$ cat src/rtl/frac_bsearch_div.sv
module frac_bsearch_div #(
  parameter int W = 12,
  parameter int N = 6
) (
  input  logic                clk,
  input  logic                rst_n,
  input  logic                start,
  input  logic signed [W-1:0] a,
  input  logic signed [W-1:0] b,
  output logic                done,
  output logic                busy,
  output logic                neg,
  output logic [N:0]          mag,
  output logic                div0
);
  localparam int RW = W + N + 1;
  localparam int IW = (N > 1) ? $clog2(N) : 1;
  localparam logic [N:0] ONE = {1'b1, {N{1'b0}}};

  logic [W-1:0]  a_abs, b_abs, b_q, cur_b;
  logic [RW-1:0] rem_q, cur_rem, trial;
  logic [IW-1:0] idx_q, cur_idx;
  logic [N-1:0]  q_q, q_next;
  logic          load, take, last;
  logic          neg_q, sat_q, zero_q;

  assign a_abs = a[W-1] ? W'(-a) : W'(a);
  assign b_abs = b[W-1] ? W'(-b) : W'(b);

  // first step reads the ports directly so N edges give N bits
  assign load    = start & ~busy;
  assign cur_rem = load ? (RW'(a_abs) << N) : rem_q;
  assign cur_b   = load ? b_abs : b_q;
  assign cur_idx = load ? IW'(N - 1) : idx_q;
  assign trial   = RW'(cur_b) << cur_idx;
  assign take    = cur_rem >= trial;
  assign last    = (cur_idx == '0);
  assign q_next  = (load ? '0 : q_q) | (N'(take) << cur_idx);

  always_ff @(posedge clk or negedge rst_n) begin
    if (!rst_n) begin
      rem_q  <= '0;
      b_q    <= '0;
      idx_q  <= '0;
      q_q    <= '0;
      busy   <= 1'b0;
      done   <= 1'b0;
      neg_q  <= 1'b0;
      sat_q  <= 1'b0;
      zero_q <= 1'b0;
    end else begin
      done <= 1'b0;
      if (load || busy) begin
        rem_q <= take ? (cur_rem - trial) : cur_rem;
        b_q   <= cur_b;
        idx_q <= cur_idx - IW'(1);
        q_q   <= q_next;
        busy  <= ~last;
        done  <= last;
      end
      if (load) begin
        neg_q  <= a[W-1] ^ b[W-1];
        sat_q  <= a_abs >= b_abs;
        zero_q <= (b == '0);
      end
    end
  end

  assign mag  = zero_q ? '0 : (sat_q ? ONE : {1'b0, q_q});
  assign neg  = neg_q & ~zero_q;
  assign div0 = zero_q;
endmodule

$ cat config.mk
export PLATFORM = sky130hd
export DESIGN_NAME = frac_bsearch_div
export DESIGN_NICKNAME = d
export VERILOG_FILES = /design/src/rtl/frac_bsearch_div.sv
export SDC_FILE = /design/constraint.sdc
export NUM_CORES = 1
export LEC_CHECK = 0
export ABC_AREA = 1
export BUFFER_PORTS_ARGS = -buffer_cell sky130_fd_sc_hd__buf_2
export CAP_MARGIN = 20
export CORE_AREA = 5 5 142 103
export DETAILED_ROUTE_END_ITERATION = 12
export DIE_AREA = 0 0 147 108
export GPL_TIMING_DRIVEN = 0
export PLACE_DENSITY = 0.63
export SLEW_MARGIN = 0
export SYNTH_ARGS = -nofsm -noshare
export SYNTH_HDL_FRONTEND = slang
export SYNTH_SLANG_ARGS = --single-unit
$ cat constraint.sdc
create_clock -name clk -period 5.45 [get_ports clk]
set_input_delay 0.8175 -clock clk [delete_from_list [all_inputs] [get_ports clk]]
set_output_delay 0.8175 -clock clk [all_outputs]
set_load 0.03 [all_outputs]
==> metrics.txt, run 1 <==
# TYPE chip_impl_metric gauge
chip_impl_info{name="status",value="complete, no violations"} 1
chip_impl_metric{name="critical_path_peak_fanout",unit=""} 10
chip_impl_metric{name="cts_hold_buffers",unit=""} 0
chip_impl_metric{name="cts.htree.levels",unit=""} 2
chip_impl_info{name="tritoncts",value="yes"} 1
chip_impl_metric{name="grt_pass1_wl",unit="µm"} 24000
chip_impl_metric{name="first_global_vias",unit=""} 4653
chip_impl_info{name="setup.worst_path.end",value="rem_q[15]$_DFFE_PN0N_"} 1
chip_impl_metric{name="place_congestion",unit=""} 0.956
chip_impl_metric{name="max_cap_violations",unit=""} 0
chip_impl_metric{name="fin_crit_sh",unit="%"} 70.2
chip_impl_metric{name="syn-mean-instance-area",unit="µm²"} 6.05
chip_impl_metric{name="antenna-diode-count",unit=""} 0
chip_impl_metric{name="clock_insertion_delay_worst_skew",unit="ns"} 0.30
chip_impl_info{name="most_used_cells_in_the_layout_excluding_fill_and_tap_cells",value="nand2_1, inv_1, nand3_1, nor2_1, buf_2"} 1
chip_impl_metric{name="dieArea",unit="µm²"} 15900
chip_impl_info{name="layout.cells.most_common",value="nand2_1"} 1
chip_impl_metric{name="finalMaxSlewViolations",unit=""} 0
chip_impl_metric{name="seq_area_frac_synth",unit="%"} 23.2
chip_impl_metric{name="numCtsBuffers",unit=""} 5
chip_impl_metric{name="dr.first_iter.drc_count",unit=""} 546
chip_impl_metric{name="syn-instance-count",unit=""} 802
chip_impl_metric{name="setup.reg_to_reg.worst_slack",unit="ns"} 1.94
chip_impl_info{name="crit-reg2reg-capture",value="rem_q[15]$_DFFE_PN0N_"} 1
chip_impl_info{name="holdCritPathClass",value="in -> async"} 1
chip_impl_info{name="cts_root_buf",value="clkbuf_16"} 1
chip_impl_metric{name="tritonroute_pass_1_iters",unit=""} 7
chip_impl_info{name="critPathCaptureType",value="register"} 1
chip_impl_metric{name="cts.sink_count",unit=""} 45
chip_impl_metric{name="residual_antenna_violating_net_count_after_detailed_routing",unit=""} 0
chip_impl_metric{name="clock_tree.buffer_depth",unit=""} 2
chip_impl_metric{name="floorplan.core_area",unit="µm²"} 13000
chip_impl_metric{name="setup_viol",unit=""} 0
chip_impl_metric{name="combined_area_of_all_synthesized_cells",unit="µm²"} 4850
chip_impl_metric{name="setup-tns-final",unit="ns"} 0
chip_impl_metric{name="yosysWarningCount",unit=""} 0
chip_impl_metric{name="layout-drive-gt1-share",unit="%"} 11.8
chip_impl_metric{name="chipWidth",unit="µm"} 147
chip_impl_metric{name="yosys.area.top_type_share",unit="%"} 23.2
chip_impl_metric{name="layout-area-overhead-vs-synth",unit="%"} 11.9
chip_impl_info{name="rsz0062_at_grt",value="false"} 1
chip_impl_metric{name="drt_wl_total",unit="µm"} 14500
chip_impl_metric{name="syn-num-nets",unit=""} 865
chip_impl_info{name="critical_path_class",value="in -> reg"} 1
chip_impl_metric{name="post_layout_net_count",unit=""} 909
chip_impl_metric{name="slew_headroom",unit="%"} 47.1
chip_impl_info{name="timing.critical_path.from_type",value="input pin"} 1
chip_impl_metric{name="worstPathArrival",unit="ns"} 4.01
chip_impl_metric{name="globalRouteOverflowTotal",unit=""} 0
chip_impl_metric{name="postCtsSetupBuffers",unit=""} 0
chip_impl_info{name="ys_top_cells_by_area",value="dfrtp_1, nand2_1, nand3_1, ha_1, inv_1"} 1
chip_impl_metric{name="port_buffer_count",unit=""} 36
chip_impl_metric{name="grt_usage",unit="%"} 18.8
chip_impl_metric{name="via_per_inst",unit=""} 5.03
chip_impl_metric{name="path_clk_slew",unit="ns"} 0.07
chip_impl_metric{name="placement_rows",unit=""} 35
chip_impl_metric{name="synth.distinct_cells",unit=""} 44
chip_impl_metric{name="cts_resized",unit=""} 0
chip_impl_info{name="post_synthesis_cell_type_with_the_largest_combined_area",value="dfrtp_1"} 1
chip_impl_info{name="setup.worst_path.start",value="b[0]"} 1
chip_impl_metric{name="detailedPlacementHpwl",unit="µm"} 11900
chip_impl_metric{name="drc_errors",unit=""} 0
chip_impl_metric{name="worst_ep_required_time",unit="ns"} 5.63
chip_impl_metric{name="boundaryPins",unit=""} 38
chip_impl_metric{name="fin_worst_skew",unit="ns"} 0.00691
chip_impl_info{name="launch_instance_of_the_worst_register_to_register_path",value="busy$_DFFE_PN0N_"} 1
chip_impl_metric{name="grt_max_degree",unit=""} 46
chip_impl_metric{name="synth-seq-cells",unit=""} 45
chip_impl_metric{name="start_util",unit="%"} 37.3
chip_impl_metric{name="dr_total_vias",unit=""} 5095
chip_impl_metric{name="fin_crit",unit="ns"} 3.83
chip_impl_metric{name="tightestPinTransition",unit="ns"} 0.785
chip_impl_metric{name="average_wire_per_standard_cell",unit="µm"} 14.3
chip_impl_metric{name="final_hold_viol_count",unit=""} 0
chip_impl_metric{name="r2r_cells",unit=""} 20
chip_impl_metric{name="die_outline_height",unit="µm"} 108
chip_impl_metric{name="antenna_violations_before_repair",unit=""} 0
chip_impl_metric{name="max_clock_freq",unit="MHz"} 261
chip_impl_metric{name="finalCoreUtilization",unit="%"} 41.7
## cell usage after synthesis, drive strengths merged
cell type and instances:
a211oi 1, a21boi 3, a21oi 27, and2 5, buf 17, clkbuf 8, clkinv 1, dfrtp 45
fa 1, ha 35, inv 107, nand2 299, nand3 96, nand3b 1, nand4 7, nor2 61
nor3 4, nor4 1, o211ai 3, o21a 4, o21ai 35, o21bai 2, o22ai 4, o31ai 1
o41ai 1, or2 16, xnor2 6, xor2 11
## critical path: stages
cell	delay (ns)
buf_2	0.12
inv_1	0.13
ha_1	0.23
inv_1	0.07
nor2_1	0.08
nand3_1	0.11
nand2_1	0.14
nand2_1	0.06
nand2_1	0.08
inv_1	0.08
nand2_1	0.06
nand3_1	0.09
nand3_1	0.09
nand2_1	0.08
nand2_1	0.06
nand2_1	0.08
ha_1	0.39
nand2_2	0.11
nor2_2	0.16
inv_1	0.06
nor2_2	0.11
nand3_1	0.13
nand4_4	0.16
buf_4	0.22
nand3_1	0.12
nand3_1	0.09
nand2_1	0.06
## stage by stage
step           instance area (µm²)  std cells  worst slack [ns]  hold WS [ns]
6_report                      5430       1013              1.62         0.422
5_1_grt                       5430       1013              1.32         0.448
4_1_cts                       5410       1012              1.67         0.479
3_5_place_dp                  5240       1004              1.38         0.464
3_3_place_gp                  5240       1004              1.34         0.459
2_1_floorplan                 4850        802              2.06         0.442
## worst min-delay path by stage
stage                           from                     to  slack (ns)  depth (start not counted)
3_5_place_dp   rem_q[12]$_DFFE_PN0N_  rem_q[12]$_DFFE_PN0N_        0.46                          2
2_1_floorplan  rem_q[12]$_DFFE_PN0N_  rem_q[12]$_DFFE_PN0N_        0.44                          2
6_report                       rst_n     q_q[5]$_DFFE_PN0N_        0.42                          1
4_1_cts        rem_q[12]$_DFFE_PN0N_  rem_q[12]$_DFFE_PN0N_        0.48                          2
3_3_place_gp   rem_q[16]$_DFFE_PN0N_  rem_q[16]$_DFFE_PN0N_        0.46                          2
5_1_grt                        rst_n     q_q[5]$_DFFE_PN0N_        0.45                          1
## cell type report
| cell class | instances | area [µm²] |
|---|---|---|
| plain buffers | 25 | 141 |
| clock buffers | 6 | 129 |
| clock inverters | 2 | 38.8 |
| fillers | 1419 | 7580 |
| inverters | 108 | 405 |
| multi-input cells | 624 | 3180 |
| flip-flops and latches | 45 | 1130 |
| well taps | 166 | 208 |
| repair buffers | 37 | 200 |
## cells by family after synthesis
family | synth area share [%]
buffers and inverters | 11.3
and+or+nand+nor | 43.6
adders and majority gates | 9.44
DFF | 23.2
AOI/OAI and AO/OA | 9.42
xor gates and xnor gates | 3.07
## metal layers
layer  vias up  routed length (µm)  track usage, %
li1       2632                   -               -
met1      2291                7790            30.1
met2       160                5460            26.2
met3        12                1080            3.64
met4         0                 122            2.59
met5         -                   0               0
## sequential cells by signal, summed over array words and instances (netlist names)
signal / cells
done: 1
sat_q: 1
b_q: 12
busy: 1
idx_q: 3
rem_q: 19
neg_q: 1
div0: 1
q_q: 6
Power of run 1 is not shown: default switching activity piles up to over one toggle a cycle in this logic, so the estimate is an artifact.
==> run 2: changes to the inputs <==
Settings changed: ABC_AREA 1 to 0, CORE_AREA 5 5 142 103 to 5 5 135 98, DIE_AREA 0 0 147 108 to 0 0 140 103.
Clock period 5.45 ns to 3.8 ns, I/O delays scaled along.
==> metrics.txt, run 2 <==
# TYPE chip_impl_metric gauge
chip_impl_info{name="status",value="finished with violations"} 1
chip_impl_info{name="violations",value="negative setup slack"} 1
chip_impl_info{name="most_frequently_used_cell_type_in_the_post_synthesis_netlist",value="nand2_1"} 1
chip_impl_metric{name="max_clock_freq",unit="MHz"} 256
chip_impl_info{name="layout.cells.most_common",value="nand2_1"} 1
chip_impl_info{name="tritoncts",value="yes"} 1
chip_impl_info{name="holdCritPathClass",value="in -> async"} 1
chip_impl_metric{name="antenna-diode-count",unit=""} 0
chip_impl_info{name="ys_dominant_reg_cell",value="dfrtp_1"} 1
chip_impl_info{name="most_used_cells_in_the_layout_excluding_fill_and_tap_cells",value="nand2_1, buf_4, dfrtp_1, nor2_1, buf_2"} 1
chip_impl_metric{name="slew_headroom",unit="%"} 49.3
chip_impl_metric{name="dr.first_iter.drc_count",unit=""} 490
chip_impl_metric{name="synth-seq-cells",unit=""} 45
chip_impl_metric{name="synth_edf_count",unit=""} 0
chip_impl_metric{name="layout-drive-gt1-share",unit="%"} 33.0
chip_impl_metric{name="first_global_vias",unit=""} 4272
chip_impl_metric{name="asyncSetResetFlopFracSynth",unit="%"} 100
chip_impl_metric{name="cts.htree.levels",unit=""} 2
chip_impl_metric{name="tritonroute_pass_1_iters",unit=""} 5
chip_impl_metric{name="syn-instance-count",unit=""} 550
chip_impl_metric{name="seq_area_frac_synth",unit="%"} 25.8
chip_impl_metric{name="final_critical_path_setup_slack",unit="ns"} -0.111
chip_impl_metric{name="worst_ep_required_time",unit="ns"} 4.03
chip_impl_metric{name="critical_path_peak_fanout",unit=""} 5
chip_impl_metric{name="residual_antenna_violating_net_count_after_detailed_routing",unit=""} 0
chip_impl_metric{name="via_per_inst",unit=""} 5.76
chip_impl_info{name="yosys-top-cells-count",value="nand2_1, o21ai_0, dfrtp_1"} 1
chip_impl_info{name="launch_instance_of_the_worst_register_to_register_path",value="idx_q[1]$_DFFE_PN0N_"} 1
chip_impl_metric{name="synth.distinct_cells",unit=""} 68
chip_impl_metric{name="setup_viol",unit=""} 17
chip_impl_info{name="rsz0062_at_grt",value="true"} 1
chip_impl_metric{name="grt_pass1_wl",unit="µm"} 23300
chip_impl_metric{name="syn-num-nets",unit=""} 613
chip_impl_info{name="post_synthesis_cell_type_with_the_largest_combined_area",value="dfrtp_1"} 1
chip_impl_info{name="critical_path_class",value="in -> reg"} 1
chip_impl_metric{name="detailedPlacementHpwl",unit="µm"} 11100
chip_impl_metric{name="dieArea",unit="µm²"} 14400
chip_impl_metric{name="syn-mean-instance-area",unit="µm²"} 7.95
chip_impl_metric{name="chipWidth",unit="µm"} 140
chip_impl_metric{name="place_congestion",unit=""} 0.957
chip_impl_metric{name="clock_tree.buffer_depth",unit=""} 2
chip_impl_metric{name="grt_max_degree",unit=""} 46
chip_impl_metric{name="numCtsBuffers",unit=""} 5
chip_impl_metric{name="grt_usage",unit="%"} 20.7
chip_impl_metric{name="layout-area-overhead-vs-synth",unit="%"} 34.9
chip_impl_metric{name="setup.reg_to_reg.worst_slack",unit="ns"} -0.01
chip_impl_metric{name="boundaryPins",unit=""} 38
chip_impl_info{name="max_flop_register",value="rem_q"} 1
chip_impl_info{name="largestRegisters",value="rem_q: 19 flops, b_q: 12 flops, q_q: 6 flops"} 1
chip_impl_info{name="crit-reg2reg-capture",value="rem_q[3]$_DFFE_PN0N_"} 1
chip_impl_metric{name="r2r_cells",unit=""} 17
chip_impl_metric{name="yosysWarningCount",unit=""} 0
chip_impl_metric{name="placement_rows",unit=""} 34
chip_impl_metric{name="drc_errors",unit=""} 0
chip_impl_metric{name="fin_crit",unit="ns"} 3.91
chip_impl_metric{name="cts_hold_buffers",unit=""} 0
chip_impl_metric{name="combined_area_of_all_synthesized_cells",unit="µm²"} 4370
chip_impl_metric{name="die_outline_height",unit="µm"} 103
chip_impl_info{name="cts_root_buf",value="clkbuf_16"} 1
chip_impl_info{name="ys_top_cells_by_area",value="dfrtp_1, ha_1, nand2_1, o21ai_0, xnor2_1"} 1
chip_impl_metric{name="floorplan.core_area",unit="µm²"} 12000
chip_impl_info{name="setup.worst_path.start",value="b[2]"} 1
chip_impl_metric{name="tightestPinTransition",unit="ns"} 0.761
chip_impl_metric{name="drt_wl_total",unit="µm"} 15400
chip_impl_metric{name="path_clk_slew",unit="ns"} 0.07
chip_impl_info{name="timing.critical_path.from_type",value="input pin"} 1
chip_impl_metric{name="port_buffer_count",unit=""} 36
chip_impl_metric{name="start_util",unit="%"} 36.5
chip_impl_metric{name="clock_insertion_delay_worst_skew",unit="ns"} 0.30
chip_impl_metric{name="final_hold_viol_count",unit=""} 0
chip_impl_metric{name="cts.sink_count",unit=""} 45
chip_impl_metric{name="globalRouteOverflowTotal",unit=""} 0
chip_impl_metric{name="finalMaxSlewViolations",unit=""} 0
chip_impl_metric{name="fin_crit_sh",unit="%"} 103
chip_impl_metric{name="fin_worst_skew",unit="ns"} 0.00605
chip_impl_info{name="critPathCaptureType",value="register"} 1
chip_impl_metric{name="antenna_violations_before_repair",unit=""} 0
chip_impl_metric{name="average_wire_per_standard_cell",unit="µm"} 19.2
chip_impl_metric{name="dr_total_vias",unit=""} 4611
chip_impl_metric{name="whs",unit="ns"} 0.236
chip_impl_info{name="setup.worst_path.end",value="rem_q[3]$_DFFE_PN0N_"} 1
chip_impl_metric{name="number_of_flip_flops_under_the_largest_register_name",unit=""} 19
chip_impl_metric{name="post_layout_net_count",unit=""} 701
chip_impl_metric{name="yosys.area.top_type_share",unit="%"} 25.8
chip_impl_metric{name="worstPathArrival",unit="ns"} 4.14
chip_impl_metric{name="max_cap_violations",unit=""} 0
==> run 2: worst min path at each step <==
stage / start / end / cells past startpoint
after CTS: q_q[2]$_DFFE_PN0N_ / q_q[2]$_DFFE_PN0N_ / 2
after detailed placement: q_q[2]$_DFFE_PN0N_ / q_q[2]$_DFFE_PN0N_ / 2
after global placement: q_q[2]$_DFFE_PN0N_ / q_q[2]$_DFFE_PN0N_ / 2
after global routing: rst_n / q_q[1]$_DFFE_PN0N_ / 1
final: rst_n / idx_q[0]$_DFFE_PN0N_ / 1
after floorplan: rst_n / b_q[0]$_DFFE_PN0N_ / 0
==> run 2: cell families (layout without fill, tap and decap cells) <==
kind of cell / Yosys count / after routing / share of synthesized area (%)
compound gates: 159 / 159 / 25.3
xor+xnor: 33 / 33 / 6.61
fa+ha+maj: 36 / 36 / 10.5
buf+inv: 43 / 132 / 4.06
flops: 45 / 45 / 25.8
mux: 22 / 22 / 5.38
simple gates: 212 / 212 / 22.5
==> run 2: final cells by class <==
type / instances / area, µm²
fillers: 1133 / 6100
multi-input cells: 462 / 3540
flip-flops and latches: 45 / 1130
repair buffers: 85 / 622
well taps: 162 / 203
plain buffers: 22 / 158
clock buffers: 6 / 129
inverters: 17 / 76.3
clock inverters: 2 / 38.8
==> run 2: worst max-delay path, cell delays in order <==
cell	delay, ns
buf_8	0.10
nor3_4	0.19
buf_4	0.14
buf_4	0.11
a31oi_1	0.09
xnor2_1	0.29
nand2_1	0.20
o21ai_2	0.14
a21oi_1	0.11
o221ai_2	0.25
ha_1	0.31
buf_4	0.16
a21oi_1	0.18
o21ai_2	0.13
a221oi_4	0.41
o21ai_4	0.12
buf_4	0.18
buf_6	0.11
o21ai_4	0.19
nand2_1	0.09
o21ai_2	0.06
==> run 2: timing repair <==
action / in CTS / in global routing
buffers inserted: 21 / 27
setup endpoints to repair: 25 / 25
pin swaps: 32 / 38
gates cloned: 1 / 1
resized for setup: 82 / 86
==> run 2: layer usage <==
metal	up-vias	GRT usage (%)	part of all wire (%)
li1	2149	-	-
met1	2240	31.1	49
met2	193	29.9	42
met3	29	5.47	7.8
met4	0	3.95	1.3
met5	-	0	0
==> run 2: stage by stage <==
stage / util [%] / cell area [µm²] / worst slack, ns / cells / TNS, ns
2_1_floorplan: - / 4400 / 0.000798 / 550 / 0
3_3_place_gp: 39.8 / 4780 / -1.09 / 748 / -24.67
3_5_place_dp: 39.8 / 4780 / -1.18 / 748 / -26.55
4_1_cts: 44.8 / 5370 / -0.176 / 776 / -2.40
5_1_grt: 49.2 / 5900 / -0.291 / 801 / -4.00
6_report: 49.2 / 5900 / -0.111 / 801 / -0.923
Power of run 2 is left out for the same reason.
==> run 3: changes to the inputs <==
Settings changed: CELL_PAD_IN_SITES_DETAIL_PLACEMENT set to 0, CELL_PAD_IN_SITES_GLOBAL_PLACEMENT set to 1, PLACE_DENSITY 0.63 to 0.78, SETUP_SLACK_MARGIN set to 0.1.
==> metrics.txt, run 3 (synthesis results as in run 2) <==
# TYPE chip_impl_metric gauge
chip_impl_metric{name="via_per_inst",unit=""} 5.76
chip_impl_metric{name="clock_tree.buffer_depth",unit=""} 2
chip_impl_metric{name="fin_worst_skew",unit="ns"} 0.00725
chip_impl_metric{name="place.detailed.instances",unit=""} 748
chip_impl_info{name="setup.worst_path.start",value="b[0]"} 1
chip_impl_metric{name="numCtsBuffers",unit=""} 5
chip_impl_metric{name="worst_ep_required_time",unit="ns"} 4.01
chip_impl_metric{name="dr_total_vias",unit=""} 4548
chip_impl_info{name="max_flop_register",value="rem_q"} 1
chip_impl_metric{name="boundaryPins",unit=""} 38
chip_impl_metric{name="tritonroute_pass_1_iters",unit=""} 5
chip_impl_info{name="holdCritPathClass",value="in -> async"} 1
chip_impl_metric{name="max_clock_freq",unit="MHz"} 262
chip_impl_metric{name="cts.sink_count",unit=""} 45
chip_impl_metric{name="first_global_vias",unit=""} 4373
chip_impl_metric{name="detailroute.wirelength.met2",unit="µm"} 6420
chip_impl_metric{name="finalMaxSlewViolations",unit=""} 0
chip_impl_metric{name="clock_insertion_delay_worst_skew",unit="ns"} 0.30
chip_impl_metric{name="met3RoutedLength",unit="µm"} 1100
chip_impl_metric{name="cts.htree.levels",unit=""} 2
chip_impl_metric{name="fin_crit_sh",unit="%"} 100
chip_impl_metric{name="critical_path_peak_fanout",unit=""} 8
chip_impl_metric{name="place_congestion",unit=""} 0.939
chip_impl_info{name="timing.critical_path.from_type",value="input pin"} 1
chip_impl_info{name="critPathCaptureType",value="register"} 1
chip_impl_metric{name="setup_viol",unit=""} 1
chip_impl_metric{name="average_wire_per_standard_cell",unit="µm"} 19.1
chip_impl_metric{name="drc_errors",unit=""} 0
chip_impl_info{name="layout.cells.most_common",value="nand2_1"} 1
chip_impl_metric{name="residual_antenna_violating_net_count_after_detailed_routing",unit=""} 0
chip_impl_metric{name="worstPathArrival",unit="ns"} 4.03
chip_impl_info{name="tritoncts",value="yes"} 1
chip_impl_metric{name="globalRouteOverflowTotal",unit=""} 0
chip_impl_info{name="largestRegisters",value="rem_q: 19 flops, b_q: 12 flops, q_q: 6 flops"} 1
chip_impl_metric{name="finalCoreUtilization",unit="%"} 48.7
chip_impl_info{name="critical_path_class",value="in -> reg"} 1
chip_impl_metric{name="r2r_cells",unit=""} 14
chip_impl_metric{name="layout-area-overhead-vs-synth",unit="%"} 33.7
chip_impl_metric{name="placement_rows",unit=""} 34
chip_impl_metric{name="routedLengthMet1",unit="µm"} 7380
chip_impl_metric{name="dr.first_iter.drc_count",unit=""} 360
chip_impl_metric{name="grt_pass1_wl",unit="µm"} 23900
chip_impl_metric{name="layout.cells.non_filler",unit=""} 790
chip_impl_metric{name="path_clk_slew",unit="ns"} 0.07
chip_impl_info{name="status",value="finished with violations"} 1
chip_impl_info{name="setup.worst_path.end",value="rem_q[10]$_DFFE_PN0N_"} 1
chip_impl_metric{name="number_of_flip_flops_under_the_largest_register_name",unit=""} 19
chip_impl_metric{name="detailedPlacementHpwl",unit="µm"} 11100
chip_impl_metric{name="floorplan.core_area",unit="µm²"} 12000
chip_impl_metric{name="port_buffer_count",unit=""} 36
chip_impl_metric{name="slew_headroom",unit="%"} 50.1
chip_impl_metric{name="post_layout_net_count",unit=""} 690
chip_impl_metric{name="fin_crit",unit="ns"} 3.81
chip_impl_metric{name="antenna_violations_before_repair",unit=""} 0
chip_impl_metric{name="final_hold_viol_count",unit=""} 0
chip_impl_info{name="most_used_cells_in_the_layout_excluding_fill_and_tap_cells",value="nand2_1, dfrtp_1, nor2_1, buf_2, buf_4"} 1
chip_impl_metric{name="layout-drive-gt1-share",unit="%"} 30.9
chip_impl_metric{name="die_outline_height",unit="µm"} 103
chip_impl_metric{name="drt_wl_total",unit="µm"} 15100
chip_impl_metric{name="chipWidth",unit="µm"} 140
chip_impl_metric{name="start_util",unit="%"} 36.5
chip_impl_metric{name="max_cap_violations",unit=""} 0
chip_impl_metric{name="grt_usage",unit="%"} 20.8
chip_impl_metric{name="setup.reg_to_reg.worst_slack",unit="ns"} 0.08
chip_impl_metric{name="antenna-diode-count",unit=""} 0
chip_impl_metric{name="final_critical_path_setup_slack",unit="ns"} -0.0144
chip_impl_info{name="launch_instance_of_the_worst_register_to_register_path",value="idx_q[2]$_DFFE_PN0N_"} 1
chip_impl_info{name="violations",value="negative setup slack"} 1
chip_impl_info{name="cts_root_buf",value="clkbuf_16"} 1
chip_impl_metric{name="dieArea",unit="µm²"} 14400
chip_impl_metric{name="grt_max_degree",unit=""} 46
chip_impl_info{name="rsz0062_at_grt",value="true"} 1
chip_impl_info{name="routed.top_layer",value="met4"} 1
chip_impl_info{name="crit-reg2reg-capture",value="rem_q[10]$_DFFE_PN0N_"} 1
chip_impl_metric{name="tightestPinTransition",unit="ns"} 0.748
chip_impl_metric{name="setup-tns-final",unit="ns"} -0.0144
==> run 3: changes by cell type in the layout (fill, tap and decap cells not counted), sizes merged <==
cell      change
clkbuf        -1
inv           +1
clkinvlp      -1
buf          -10
==> run 3: layout make-up <==
cell class	instances	area [µm²]
clock buffers	6	129
inverters	17	72.6
well taps	162	203
flip-flops and latches	45	1130
plain buffers	23	186
repair buffers	73	549
multi-input cells	462	3540
clock inverters	2	38.8
fillers	1162	6150
==> run 3: per-layer routing <==
layer,track usage [%],vias to the layer above
met5,0,-
met3,3.48,17
met4,3.87,0
li1,-,2127
met2,32.0,159
met1,31.1,2245
==> run 3: what timing repair did <==
item,in CTS,in global routing
endpoints found under the setup margin,25,25
cloned,1,1
buffers inserted,19,15
pin swaps,30,40
endpoints found under the hold margin,0,0
resized for setup,80,91
hold buffers,0,0
==> run 3: how the worst min path moves through the flow <==
stage,depth (start not counted),from,slack [ns],to
after floorplan,0,rst_n,0.27,b_q[0]$_DFFE_PN0N_
after global placement,2,rem_q[3]$_DFFE_PN0N_,0.46,rem_q[3]$_DFFE_PN0N_
after detailed placement,2,q_q[2]$_DFFE_PN0N_,0.46,q_q[2]$_DFFE_PN0N_
after CTS,2,q_q[2]$_DFFE_PN0N_,0.48,q_q[2]$_DFFE_PN0N_
after global routing,1,rst_n,0.26,q_q[3]$_DFFE_PN0N_
final,1,rst_n,0.23,q_q[3]$_DFFE_PN0N_
==> run 3: worst max-delay path, cell delays in order <==
cell      delay [ns]
buf_6           0.12
inv_4           0.06
ha_4            0.14
nand4_1         0.15
o41ai_2         0.27
xor2_1          0.11
buf_4           0.17
o21ai_4         0.15
mux2i_2         0.10
or3_4           0.43
ha_4            0.31
and4_4          0.26
nand3_4         0.08
o41ai_4         0.26
a221oi_2        0.16
o21ai_4         0.18
buf_6           0.21
o211ai_1        0.10
a31oi_1         0.18
==> run 3: through the flow <==
step	hold WS [ns]	area, µm²	setup slack [ns]
final	0.229	5850	-0.0144
after global routing	0.263	5850	-0.153
after CTS	0.485	5370	-0.111
after detailed placement	0.459	4780	-0.987
after global placement	0.461	4780	-0.973
after floorplan	0.274	4400	0.0684
Power of run 3 is left out for the same reason.
